File: config.mk
export PLATFORM = sky130hd
export DESIGN_NAME = chain_cfg_loader
export DESIGN_NICKNAME = d
export VERILOG_FILES = /design/src/rtl/cfgld_pkg.sv /design/src/rtl/cfgld_arm.sv /design/src/rtl/cfgld_capture.sv /design/src/rtl/cfgld_framechk.sv /design/src/rtl/cfgld_store.sv /design/src/rtl/chain_cfg_loader.sv
export SDC_FILE = /design/constraint.sdc
export NUM_CORES = 1
export LEC_CHECK = 0
export BUFFER_PORTS_ARGS = -buffer_cell sky130_fd_sc_hd__clkbuf_2
export CORE_MARGIN = 2
export CORE_UTILIZATION = 25
export DETAILED_ROUTE_END_ITERATION = 10
export GPL_TIMING_DRIVEN = 0
export HOLD_SLACK_MARGIN = 0.1
export PLACE_DENSITY = 0.47
export SYNTH_ARGS = -nofsm -noshare
export SYNTH_HDL_FRONTEND = slang
export SYNTH_SLANG_ARGS = --single-unit
File: constraint.sdc
create_clock -name clk -period 2.51 [get_ports clk]
set_input_delay 0.1255 -clock clk [delete_from_list [all_inputs] [get_ports clk]]
set_output_delay 0.1255 -clock clk [all_outputs]
set_load 0.01 [all_outputs]
File: src/rtl/cfgld_pkg.sv
package cfgld_pkg;

  localparam logic [2:0] MODE_BYTEWIDE = 3'b010;

  function automatic logic mode_ok(input logic [2:0] m);
    return m == MODE_BYTEWIDE;
  endfunction

  // Position of a store address inside its frame.
  function automatic int unsigned frame_pos(input int unsigned addr,
                                            input int unsigned fbytes);
    return addr % fbytes;
  endfunction

  // True when a byte violates the fixed head/tail field of its frame.
  function automatic logic const_field_bad(input int unsigned addr,
                                           input int unsigned fbytes,
                                           input logic [7:0] d,
                                           input logic [7:0] head,
                                           input logic [7:0] tail);
    int unsigned p;
    p = frame_pos(addr, fbytes);
    if (p == 0 && d != head) return 1'b1;
    if (p == fbytes - 1 && d != tail) return 1'b1;
    return 1'b0;
  endfunction

endpackage

File: src/rtl/cfgld_arm.sv
module cfgld_arm #(
  parameter int OSC_TICKS = 2,
  localparam int TW = $clog2(OSC_TICKS + 1)
) (
  input  logic clk,
  input  logic prog_n,
  input  logic qual,
  input  logic init_i,
  input  logic osc_tick_i,
  output logic armed,
  output logic arm_evt
);

  logic [TW-1:0] ticks;

  assign arm_evt = !armed && qual && init_i && osc_tick_i &&
                   (ticks == TW'(OSC_TICKS - 1));

  always_ff @(posedge clk) begin
    if (!prog_n) begin
      ticks <= '0;
      armed <= 1'b0;
    end else if (!armed) begin
      if (qual && init_i) begin
        if (osc_tick_i) begin
          if (arm_evt) armed <= 1'b1;
          else         ticks <= ticks + 1'b1;
        end
      end else begin
        ticks <= '0;
      end
    end
  end

endmodule

File: src/rtl/cfgld_capture.sv
module cfgld_capture #(
  parameter int DEPTH = 32,
  localparam int AW = $clog2(DEPTH)
) (
  input  logic          clk,
  input  logic          prog_n,
  input  logic          enable,
  input  logic          sel_i,
  output logic          wr_en,
  output logic [AW-1:0] wr_addr,
  output logic          full,
  output logic          primed
);

  logic accept;
  logic last_slot;

  assign accept    = enable && sel_i && !full;
  assign wr_en     = accept && primed;
  assign last_slot = (wr_addr == AW'(DEPTH - 1));

  always_ff @(posedge clk) begin
    if (!prog_n) begin
      wr_addr <= '0;
      full    <= 1'b0;
      primed  <= 1'b0;
    end else if (accept) begin
      if (!primed) begin
        primed <= 1'b1;
      end else if (last_slot) begin
        full <= 1'b1;
      end else begin
        wr_addr <= wr_addr + 1'b1;
      end
    end
  end

endmodule

File: src/rtl/cfgld_framechk.sv
module cfgld_framechk
  import cfgld_pkg::*;
#(
  parameter int          DEPTH       = 32,
  parameter int          FRAME_BYTES = 8,
  parameter logic [7:0]  HEAD_BYTE   = 8'hA5,
  parameter logic [7:0]  TAIL_BYTE   = 8'h5A,
  localparam int         AW          = $clog2(DEPTH)
) (
  input  logic          clk,
  input  logic          prog_n,
  input  logic          wr_en,
  input  logic [AW-1:0] wr_addr,
  input  logic [7:0]    wdata,
  output logic          err
);

  logic bad_byte;

  assign bad_byte = wr_en &&
                    const_field_bad(int'(wr_addr), FRAME_BYTES, wdata,
                                    HEAD_BYTE, TAIL_BYTE);

  always_ff @(posedge clk) begin
    if (!prog_n)       err <= 1'b0;
    else if (bad_byte) err <= 1'b1;
  end

endmodule

File: src/rtl/cfgld_store.sv
module cfgld_store #(
  parameter int DEPTH = 32,
  localparam int AW = $clog2(DEPTH)
) (
  input  logic          clk,
  input  logic          we,
  input  logic [AW-1:0] waddr,
  input  logic [7:0]    wdata,
  input  logic [AW-1:0] raddr,
  output logic [7:0]    rdata
);

  logic [7:0] mem [DEPTH];

  always_ff @(posedge clk) begin
    if (we) mem[waddr] <= wdata;
  end

  assign rdata = mem[raddr];

endmodule

File: src/rtl/chain_cfg_loader.sv
module chain_cfg_loader
  import cfgld_pkg::*;
#(
  parameter int         FRAMES      = 4,
  parameter int         FRAME_BYTES = 8,
  parameter logic [7:0] HEAD_BYTE   = 8'hA5,
  parameter logic [7:0] TAIL_BYTE   = 8'h5A,
  parameter int         OSC_TICKS   = 2,
  parameter bit         DONE_PULLUP = 1'b1,
  localparam int        DEPTH       = FRAMES * FRAME_BYTES,
  localparam int        AW          = $clog2(DEPTH)
) (
  input  logic          clk,
  input  logic          prog_n,
  input  logic [2:0]    mode_i,
  input  logic          init_i,
  input  logic          osc_tick_i,
  input  logic          sel_i,
  input  logic [7:0]    data_i,
  input  logic          done_i,
  input  logic [AW-1:0] rd_addr_i,
  output logic [7:0]    rd_data_o,
  output logic          status_o,
  output logic          done_low_o,
  output logic          done_pu_en_o,
  output logic          active_o,
  output logic          frame_err_o
);

  // Named internal events, visible to the bound checker.
  logic          qual;
  logic          armed;
  logic          arm_evt;
  logic          wr_en;
  logic [AW-1:0] wr_addr;
  logic          full;
  logic          primed;

  assign qual = mode_ok(mode_i);

  cfgld_arm #(.OSC_TICKS(OSC_TICKS)) u_arm (
    .clk        (clk),
    .prog_n     (prog_n),
    .qual       (qual),
    .init_i     (init_i),
    .osc_tick_i (osc_tick_i),
    .armed      (armed),
    .arm_evt    (arm_evt)
  );

  cfgld_capture #(.DEPTH(DEPTH)) u_cap (
    .clk     (clk),
    .prog_n  (prog_n),
    .enable  (qual && armed),
    .sel_i   (sel_i),
    .wr_en   (wr_en),
    .wr_addr (wr_addr),
    .full    (full),
    .primed  (primed)
  );

  cfgld_framechk #(
    .DEPTH(DEPTH), .FRAME_BYTES(FRAME_BYTES),
    .HEAD_BYTE(HEAD_BYTE), .TAIL_BYTE(TAIL_BYTE)
  ) u_chk_frame (
    .clk     (clk),
    .prog_n  (prog_n),
    .wr_en   (wr_en),
    .wr_addr (wr_addr),
    .wdata   (data_i),
    .err     (frame_err_o)
  );

  cfgld_store #(.DEPTH(DEPTH)) u_store (
    .clk   (clk),
    .we    (wr_en),
    .waddr (wr_addr),
    .wdata (data_i),
    .raddr (rd_addr_i),
    .rdata (rd_data_o)
  );

  // Wired-AND start: wait for the shared done line after own fill.
  always_ff @(posedge clk) begin
    if (!prog_n)              active_o <= 1'b0;
    else if (full && done_i)  active_o <= 1'b1;
  end

  assign status_o     = !armed || full;
  assign done_low_o   = !full;
  assign done_pu_en_o = DONE_PULLUP;

endmodule

* Word-level counts from Yosys, hierarchy flattened
Memory sizes are Yosys's and may differ from the RTL's.
Cells that the tools add are included.
** Storage, ports and cells
- Memories :: 1
- Memory bits (writable) :: 256
- Word-level logic and storage cells :: 56
- Memory bits (read-only) :: 0
- Bits in latches :: 0
- Flip-flop bits (word level) :: 12
** Cells by class
- Shift operators :: 0
- Add/subtract/negate cells :: 2
- Bitwise logic cells :: 2
- Divide/modulo/power cells :: 0
- Multiply operators :: 0
- Reduce and logical (&&, ||, !) cells :: 20
- Muxes and demuxes :: 16
- Eq/ne operators :: 8
- $lt $le $gt $ge :: 0
** Memories
- u_store.mem :: depth 32, bits a word 8, read ports 1, clocked after Yosys merged registers in 0, wr ports 1, line cfgld_store.sv:13 : logic [7:0] mem [DEPTH];
** Operators by type and width (number)
- $logic_not 32->1 :: 1
- $logic_and 1x1->1 :: 13
- $mux 1 :: 13
- $reduce_and 3->1 :: 3
- $ne 8x7->1 const B :: 1
- $ne 8x8->1 const B :: 1
- $mux 2 :: 3
- $add 5x1->5 const B :: 1
- $eq 5x5->1 const B :: 1
- $ne 2x2->1 const B :: 2
- $eq 3x2->1 const B :: 1
- $eq 3x3->1 const B :: 1
- $add 2x1->2 const B :: 1
- $eq 2x1->1 const B :: 1
- $logic_not 1->1 :: 2
- $not 1->1 :: 2
- $logic_or 1x1->1 :: 1

* Logic depth before layout (Yosys ltp)
Gate-level depths: netlist of the first run.
- Word-level depth :: 9
- Mapped depth :: 6

* Cells and area by module
From an unflattened synthesis of the first run, not the netlist that was laid out.
** Unflattened totals
- Cell total of the unflattened synthesis :: 483
- Area total of the unflattened synthesis :: 10572.6 µm²
** By module, submodules not included
- cfgld_store :: area each 9893.2 µm², cells an instance 409, times used 1
- cfgld_capture :: area each 346.6 µm², cells an instance 35, times used 1
- cfgld_arm :: area each 157.7 µm², cells an instance 19, times used 1
- cfgld_framechk :: area each 106.4 µm², cells an instance 11, times used 1
- chain_cfg_loader :: area each 68.8 µm², cells an instance 9, times used 1

* Worst setup path after synthesis of the first run
Ideal clock, no wire load.
- Path kind :: input -> register
- From :: input port mode_i[0]
- To :: memory u_store.mem[10][0] (enable)
- Stages on the path :: 4
- Slack :: 446 ps
- Arrival :: 1694 ps
- Library setup time :: 370 ps
- Cells stage by stage :: or3b_2 > nor3_1 > nand2_1 > nor2_1
** On the way
- Longest elaborated chain between the ends :: 7
** RTL lines
- start: declaration :: line chain_cfg_loader.sv:15 : input logic [2:0] mode_i,
- $eq 3x2->1 :: line cfgld_pkg.sv:6 : return m == MODE_BYTEWIDE;
- $logic_and 1x1->1 :: line chain_cfg_loader.sv:54 : .enable (qual && armed),
- $logic_and 1x1->1 (2 in a row) :: line cfgld_capture.sv:18 : assign accept = enable && sel_i && !full;
- $logic_and 1x1->1 :: line cfgld_capture.sv:19 : assign wr_en = accept && primed;
- $mux 1 :: line cfgld_store.sv:16 : if (we) mem[waddr] <= wdata;
- $mux 1 (not written as such) :: line cfgld_store.sv:16
- end: declaration :: line cfgld_store.sv:13
No other way between the ends.

* Worst setup path in the final report of the first run
- From :: memory u_store.mem[14][0]
- To :: output port rd_data_o[0]
** On the way
- Longest elaborated chain between the ends :: 1
** RTL lines
- $mem_v2 32x8
- end: declaration :: line chain_cfg_loader.sv:22 : output logic [7:0] rd_data_o,
No other way between the ends.

==> summary.txt, run 1 <==
Result of the run = complete, but fails checks
Violated checks = setup timing
Post-route met1 wirelength = 10,800 um
DRT iter0 DRCs = 458
Achievable frequency = 396 MHz
Clock skew = 20.2 ps
Top Metal Used = met5
Post-DR wirelength/cell = 21.3 um
WL met2 = 11,200 um
Total met3 wirelength after detailed routing = 1050 um
Initial antenna violation count = 1
Standby leakage power = 3.80 nW
Average instance area after synthesis = 21.9 um^2
DRC violations left = 0
Detailed-router iteration count before antenna repair = 6
Cell at the root of the clock tree = sky130_fd_sc_hd__clkbuf_16
Final global-route overflow total = 0
Maximum vdd ir drop = 508 uV
Worst slew margin relative to its limit = 45.0%
Total negative slack for setup checks = -23.4 ps
Cell type group with the largest total delay on the critical path = multiplexers
Post-placement setup slack = -515 ps
Critical path's most frequent cell = sky130_fd_sc_hd__mux4_2
Post-synth top flop = sky130_fd_sc_hd__edfxtp_1
CTS tree = yes
Die H = 210 um
Pin count of the biggest net entering global routing = 35
H-tree level count = 1
Instance area at placement = 0.0114 mm^2
Count of filler cells inserted in the layout = 4,084
Slowest cell delay on critical path = 540 ps
Clock-pin slew on the worst setup and hold paths = 60 ps
Total nets after synthesis = 510
Fraction of layout instances using a drive strength above 1 = 37.9%
Num CTS Buffers = 28
Arrival time of the worst setup path = 2400 ps
Clock latency on the worst-skew pair = 540 ps
Post-route standard cell area excluding fillers = 0.0125 mm^2
Post-synthesis async set-or-reset flop share = 0%
Setup crit start kind = flip-flop
End-of-flow core utilization = 29.9%
Drt via density = 4.49
Worst-margin pin slew = 825 ps
Total Die Area = 0.0439 mm^2
Syn-to-layout area delta = 18.7%
Starting density of the core = 25.2%
Instance count of the mapped netlist = 481
Num rows = 75
Synth Warn # = 0
Master of the slowest instance on the critical path = sky130_fd_sc_hd__mux4_2
Number of hold violations in the final report = 0
Crit. End Element = primary output
EDFF count, synth = 256
Final critical-path share of the clock period = 101%
Combined global-route utilization of all metal layers = 10.8%
Number of flip-flops and latches in the synthesized netlist = 268
Mapped cell area = 0.0106 mm^2
Clock Sinks = 268
Postcts setup bufs = 0
Minimum period implied by the final worst setup slack = 2520 ps
Unique cell type count in the Yosys netlist = 34
Number of antenna cells inserted = 0
I/O pin count = 35
Total wire length = 23,600 um
Count of buffer and inverter cells on the critical path = 1
Port buffer count = 28
Number of nets in the finished design = 575
Number of buffers on the longest clock path = 3
Pwr/cell area = 738 mW/mm^2
Class of the worst hold path = in2reg
Final weighted congestion of routability-driven global placement = 0.712
Total via count after detailed routing = 4,956
Start-to-end type of the worst setup path = reg2out
Antenna Violating Nets Remaining = 0
Pins over their slew limit = 0
Via count of the first global-routing pass = 5,228
Register area share after synthesis = 75.1%
Max_cap viols = 0
First-pass GRT wire length = 34,900 um
Worst EP required = 2380 ps
Core area = 0.0419 mm^2
Die span in x = 210 um
Final setup fails = 4
Highest fanout seen on the critical path = 1
Unrepaired setup endpoints after global routing = yes
PnR worst setup slack = -13.1 ps
Critical-path cell list = mux4_2, mux4_2, mux2_4, buf_6
Hpwl dp = 15,500 um
==> state kept, by name, summed over array words and instances (netlist names) <==
signal	cells
u_arm.ticks	2
u_cap.wr_addr	5
u_cap.full	1
u_cap.primed	1
u_arm.armed	1
active_o	1
u_store.mem	256
u_chk_frame.err	1
==> path summary, 6_finish.rpt <==
path                      start                end  slack [ps]  cells past startpoint
min                   mode_i[0]   u_cap.wr_addr[3]         160                      5
max reg2reg         u_arm.armed  u_store.mem[5][1]          80                      4
max          u_store.mem[14][0]       rd_data_o[0]         -10                      4
min reg2reg     u_chk_frame.err    u_chk_frame.err         480                      1
==> per-layer routing <==
metal / up-vias / track usage [%]
met2: 126 / 17.6
met4: 2 / 2.93
met5: - / 0
li1: 2135 / -
met1: 2654 / 14.7
met3: 39 / 1.99
==> Yosys cell counts (all sizes together) (3+ instances only) <==
library cell / instances / share of area, %
nor4bb: 5 / 0.47
dfxtp: 12 / 2.3
mux2: 8 / 0.85
inv: 5 / 0.18
nand2b: 3 / 0.18
edfxtp: 256 / 73
nand2: 7 / 0.25
nor2: 34 / 1.2
or3b: 3 / 0.25
mux2i: 5 / 0.47
buf: 15 / 0.87
mux4: 80 / 17
nand3b: 4 / 0.28
and2: 4 / 0.24
clkbuf: 8 / 0.28
a21oi: 4 / 0.19
nor2b: 6 / 0.36
ha: 7 / 0.83
==> layout make-up <==
class | count | area, um^2 | area share (%)
inverter | 5 | 18.8 | 0.150
clock buffer | 33 | 741 | 5.91
tap | 539 | 674 | 5.38
multi-input combinational | 185 | 2660 | 21.2
timing repair buffer | 35 | 260 | 2.08
buffer | 23 | 130 | 1.04
sequential | 268 | 7930 | 63.3
clock inverter | 16 | 124 | 0.989
==> stage by stage <==
stage          total power [mW]  hold WS (ps)  instances
2_1_floorplan              5.23           224        481
3_3_place_gp               5.42           392       1048
3_5_place_dp               5.43           419       1048
4_1_cts                    9.34           137       1104
5_1_grt                    9.55           185       1104
6_report                   9.25           161       1104
==> worst min-delay path, cell delays in order <==
cell,delay [ps]
sky130_fd_sc_hd__clkbuf_2,80
sky130_fd_sc_hd__or3b_2,150
sky130_fd_sc_hd__nor4_2,100
sky130_fd_sc_hd__nand4_1,120
sky130_fd_sc_hd__mux2i_1,70
==> cells by family (layout without fill, tap and decap cells) <==
family                     Yosys count  in the layout  synth area share [%]
DFF                                268            268                  75.1
muxes                               93             93                  18.4
and+or+nand+nor                     73             73                  3.67
buffers and inverters               28            112                  1.33
AOI/OAI and AO/OA                   10             10                 0.569
adders and majority gates            7              7                 0.830
other                                1              1                0.0355
xor gates and xnor gates             1              1                0.0830
==> cell usage in the layout (no fill, tap or decap), drive strengths merged <==
master	netlist	routed
a21boi	1	1
a21oi	4	4
a31oi	1	1
and2	4	4
and3	1	1
buf	15	23
bufinv	0	1
clkbuf	8	61
clkinv	0	8
clkinvlp	0	7
conb	1	1
dfxtp	12	12
dlygate4sd3	0	7
edfxtp	256	256
ha	7	7
inv	5	5
mux2	8	8
mux2i	5	5
mux4	80	80
nand2	7	7
nand2b	3	3
nand3	2	2
nand3b	4	4
nand4	1	1
nor2	34	34
nor2b	6	6
nor3	1	1
nor4	1	1
nor4bb	5	5
o21a	2	2
o21ai	1	1
o22ai	1	1
or3	1	1
or3b	3	3
xnor2	1	1
==> repair_timing <==
item | CTS | global route
hold buffers | 7 | 0
gates cloned | 0 | 0
pin swaps | 0 | 0
endpoints found under the setup margin | 264 | 264
hold endpoints to repair | 8 | 0
gates resized for setup | 42 | 34
==> power breakdown <==
part	leakage (nW)	internal, mW	total (mW)	switching [mW]
registers	2.40	4.89	4.89	0.000154
clock network	0.404	2.21	3.89	1.68
logic	1.00	0.215	0.466	0.251
Power figures use the tool's default switching activity.
==> run 2: changes to the inputs <==
--- a/config.mk
+++ b/config.mk
@@ -11,7 +11,7 @@
 export DETAILED_ROUTE_END_ITERATION = 10
 export GPL_TIMING_DRIVEN = 0
 export HOLD_SLACK_MARGIN = 0.1
-export PLACE_DENSITY = 0.47
+export PLACE_DENSITY = 0.48
 export SYNTH_ARGS = -nofsm -noshare
 export SYNTH_HDL_FRONTEND = slang
 export SYNTH_SLANG_ARGS = --single-unit
==> constraint.sdc (replaced) <==
create_clock -name clk -period 2.3 [get_ports clk]
set_input_delay 0.115 -clock clk [delete_from_list [all_inputs] [get_ports clk]]
set_output_delay 0.115 -clock clk [all_outputs]
set_load 0.01 [all_outputs]
==> run 2 against run 1 <==
  * The run still ends with setup timing left
  * Sequential share of layout area shrank 1.0 points
  * Register-to-register slack improved by 110 ps
  * Flip-flop and latch count stayed put
  * Clock skew decreased by 3.9 ps
==> summary.txt, run 2 (synthesized netlist as in run 1, its figures left out) <==
Post-placement setup slack = -724 ps
Crit. End Element = primary output
Number of cells on the worst hold path = 5
Worst slew margin relative to its limit = 45.9%
Number of hold violations in the final report = 0
Num CTS Buffers = 29
Total via count after detailed routing = 4,888
Starting density of the core = 25.2%
Unrepaired setup endpoints after global routing = yes
Final-layout worst hold slack = 181 ps
Clock Sinks = 268
Relative contribution of sequential cells to total power = 51.4%
PnR worst setup slack = -245 ps
Pins over their slew limit = 0
P_int = 8.30 mW
Die H = 210 um
Final weighted congestion of routability-driven global placement = 0.732
Syn-to-layout area delta = 20.7%
Final setup fails = 8
Drt via density = 4.40
Die span in x = 210 um
Total Die Area = 0.0439 mm^2
DRT iter0 DRCs = 343
Leading cell type in the layout, fill and taps excluded = sky130_fd_sc_hd__edfxtp_1
Clock skew = 16.3 ps
Worst-margin pin slew = 812 ps
Non-filler cells in the finished layout = 1,111
I/O pin count = 35
Detailed-router iteration count before antenna repair = 4
Reg with most FFs = u_store.mem
Hpwl dp = 15,600 um
Core area = 0.0419 mm^2
Cell at the root of the clock tree = sky130_fd_sc_hd__clkbuf_16
Highest fanout seen on the critical path = 1
Number of nets in the finished design = 580
First-pass GRT wire length = 34,700 um
Cell type group with the largest total delay on the critical path = multiplexers
Number of buffers on the longest clock path = 3
Area occupied by multi-input gates = 0.00278 mm^2
Post-DR wirelength/cell = 21.2 um
Final global-route overflow total = 0
Standby leakage power = 3.91 nW
Count of filler cells inserted in the layout = 4,022
Initial antenna violation count = 0
Count of buffer and inverter cells on the critical path = 1
Port buffer count = 28
Violated checks = setup timing
Switching power = 2.10 mW
Slowest cell delay on critical path = 540 ps
Highest-count cells in the layout ignoring fill and taps = sky130_fd_sc_hd__edfxtp_1 (256), sky130_fd_sc_hd__mux4_2 (80), sky130_fd_sc_hd__nor2_4 (32)
Arrival time of the worst setup path = 2430 ps
Flip-flop and latch area = 0.00793 mm^2
Fraction of power consumed by the clock network = 43.9%
Total wire length = 23,500 um
Instance area at placement = 0.0114 mm^2
H-tree level count = 1
Number of antenna cells inserted = 0
Result of the run = complete, but fails checks
Achievable frequency = 393 MHz
Stages on worst setup path = 4
Critical path's most frequent cell = sky130_fd_sc_hd__mux4_2
Clock latency on the worst-skew pair = 550 ps
Fraction of layout instances using a drive strength above 1 = 37.9%
Setup crit start kind = flip-flop
Pin count of the biggest net entering global routing = 35
Master of the slowest instance on the critical path = sky130_fd_sc_hd__mux4_2
Flip-flop count of the largest register after layout = 256
DRC violations left = 0
Pwr/cell area = 816 mW/mm^2
Final critical-path share of the clock period = 111%
Num rows = 75
Post-route standard cell area excluding fillers = 0.0127 mm^2
Max_cap viols = 0
End-of-flow core utilization = 30.4%
Combined global-route utilization of all metal layers = 10.7%
Antenna Violating Nets Remaining = 0
Maximum vdd ir drop = 536 uV
Start-to-end type of the worst setup path = reg2out
Worst r2r path cells = 6
Switching Share = 20.2%
Largest registers = u_store.mem x256, u_cap.wr_addr x5, u_arm.ticks x2
Via count of the first global-routing pass = 5,300
Class of the worst hold path = in2reg
Minimum period implied by the final worst setup slack = 2550 ps
Critical-path cell list = mux4_2, mux4_2, mux2_4, buf_6
Clock-pin slew on the worst setup and hold paths = 60 ps
Placed Cells = 1,048
Comb pwr share = 4.7%
Worst EP required = 2180 ps
CTS tree = yes
[run 2: path summary, 6_finish.rpt]
path	from	end	slack (ps)
setup reg to reg	u_cap.wr_addr[1]	u_cap.wr_addr[3]	190
setup / recovery	u_store.mem[14][0]	rd_data_o[0]	-250
hold reg to reg	u_chk_frame.err	u_chk_frame.err	480
hold / removal	mode_i[1]	u_arm.ticks[0]	180
[run 2: per-layer routing]
layer	share of wire [%]	track usage, %	vias up	wire, um
met5	0	0	-	0
met3	4.5	2.05	34	1060
met1	45	14.5	2595	10500
li1	-	-	2153	-
met2	49	18.1	106	11500
met4	1.9	2.27	0	455
[run 2: area by class of cell]
type	instances	area share [%]
Buffer	23	1.07
Sequential cell	268	62.2
Inverter	5	0.147
Timing Repair Buffer	39	2.10
Tap cell	539	5.29
Clock inverter	19	1.52
Clock buffer	33	5.81
Multi-Input combinational cell	185	21.8
[run 2: metrics by stage]
step	TNS (ps)	total power, mW
global placement	-143790	5.91
detailed placement	-165970	5.92
finish	-1690	10.4
floorplan	0	5.70
global route	-2190	10.7
CTS	-30030	10.5
[run 2: what timing repair did]
item,CTS,global route
pin swaps,0,1
buffers inserted,0,3
endpoints found under the setup margin,264,264
endpoints found under the hold margin,8,0
resized for setup,57,39
hold buffers,8,0
[run 2: power groups by stage]
stage               Clock, mW  Sequential (mW)  Combinational (mW)
floorplan                   0             5.44               0.258
global placement            0             5.44               0.466
detailed placement          0             5.44               0.477
CTS                      4.67             5.34               0.496
global route             4.84             5.34               0.531
finish                   4.57             5.34               0.493
[run 2: worst register-to-register path, cell delays in order, from the launching register on]
cell and delay (ps):
sky130_fd_sc_hd__dfxtp_1 350, sky130_fd_sc_hd__ha_1 250, sky130_fd_sc_hd__and3_1 210, sky130_fd_sc_hd__ha_1 200
sky130_fd_sc_hd__nor4_2 630, sky130_fd_sc_hd__nand4_1 200, sky130_fd_sc_hd__mux2i_1 150
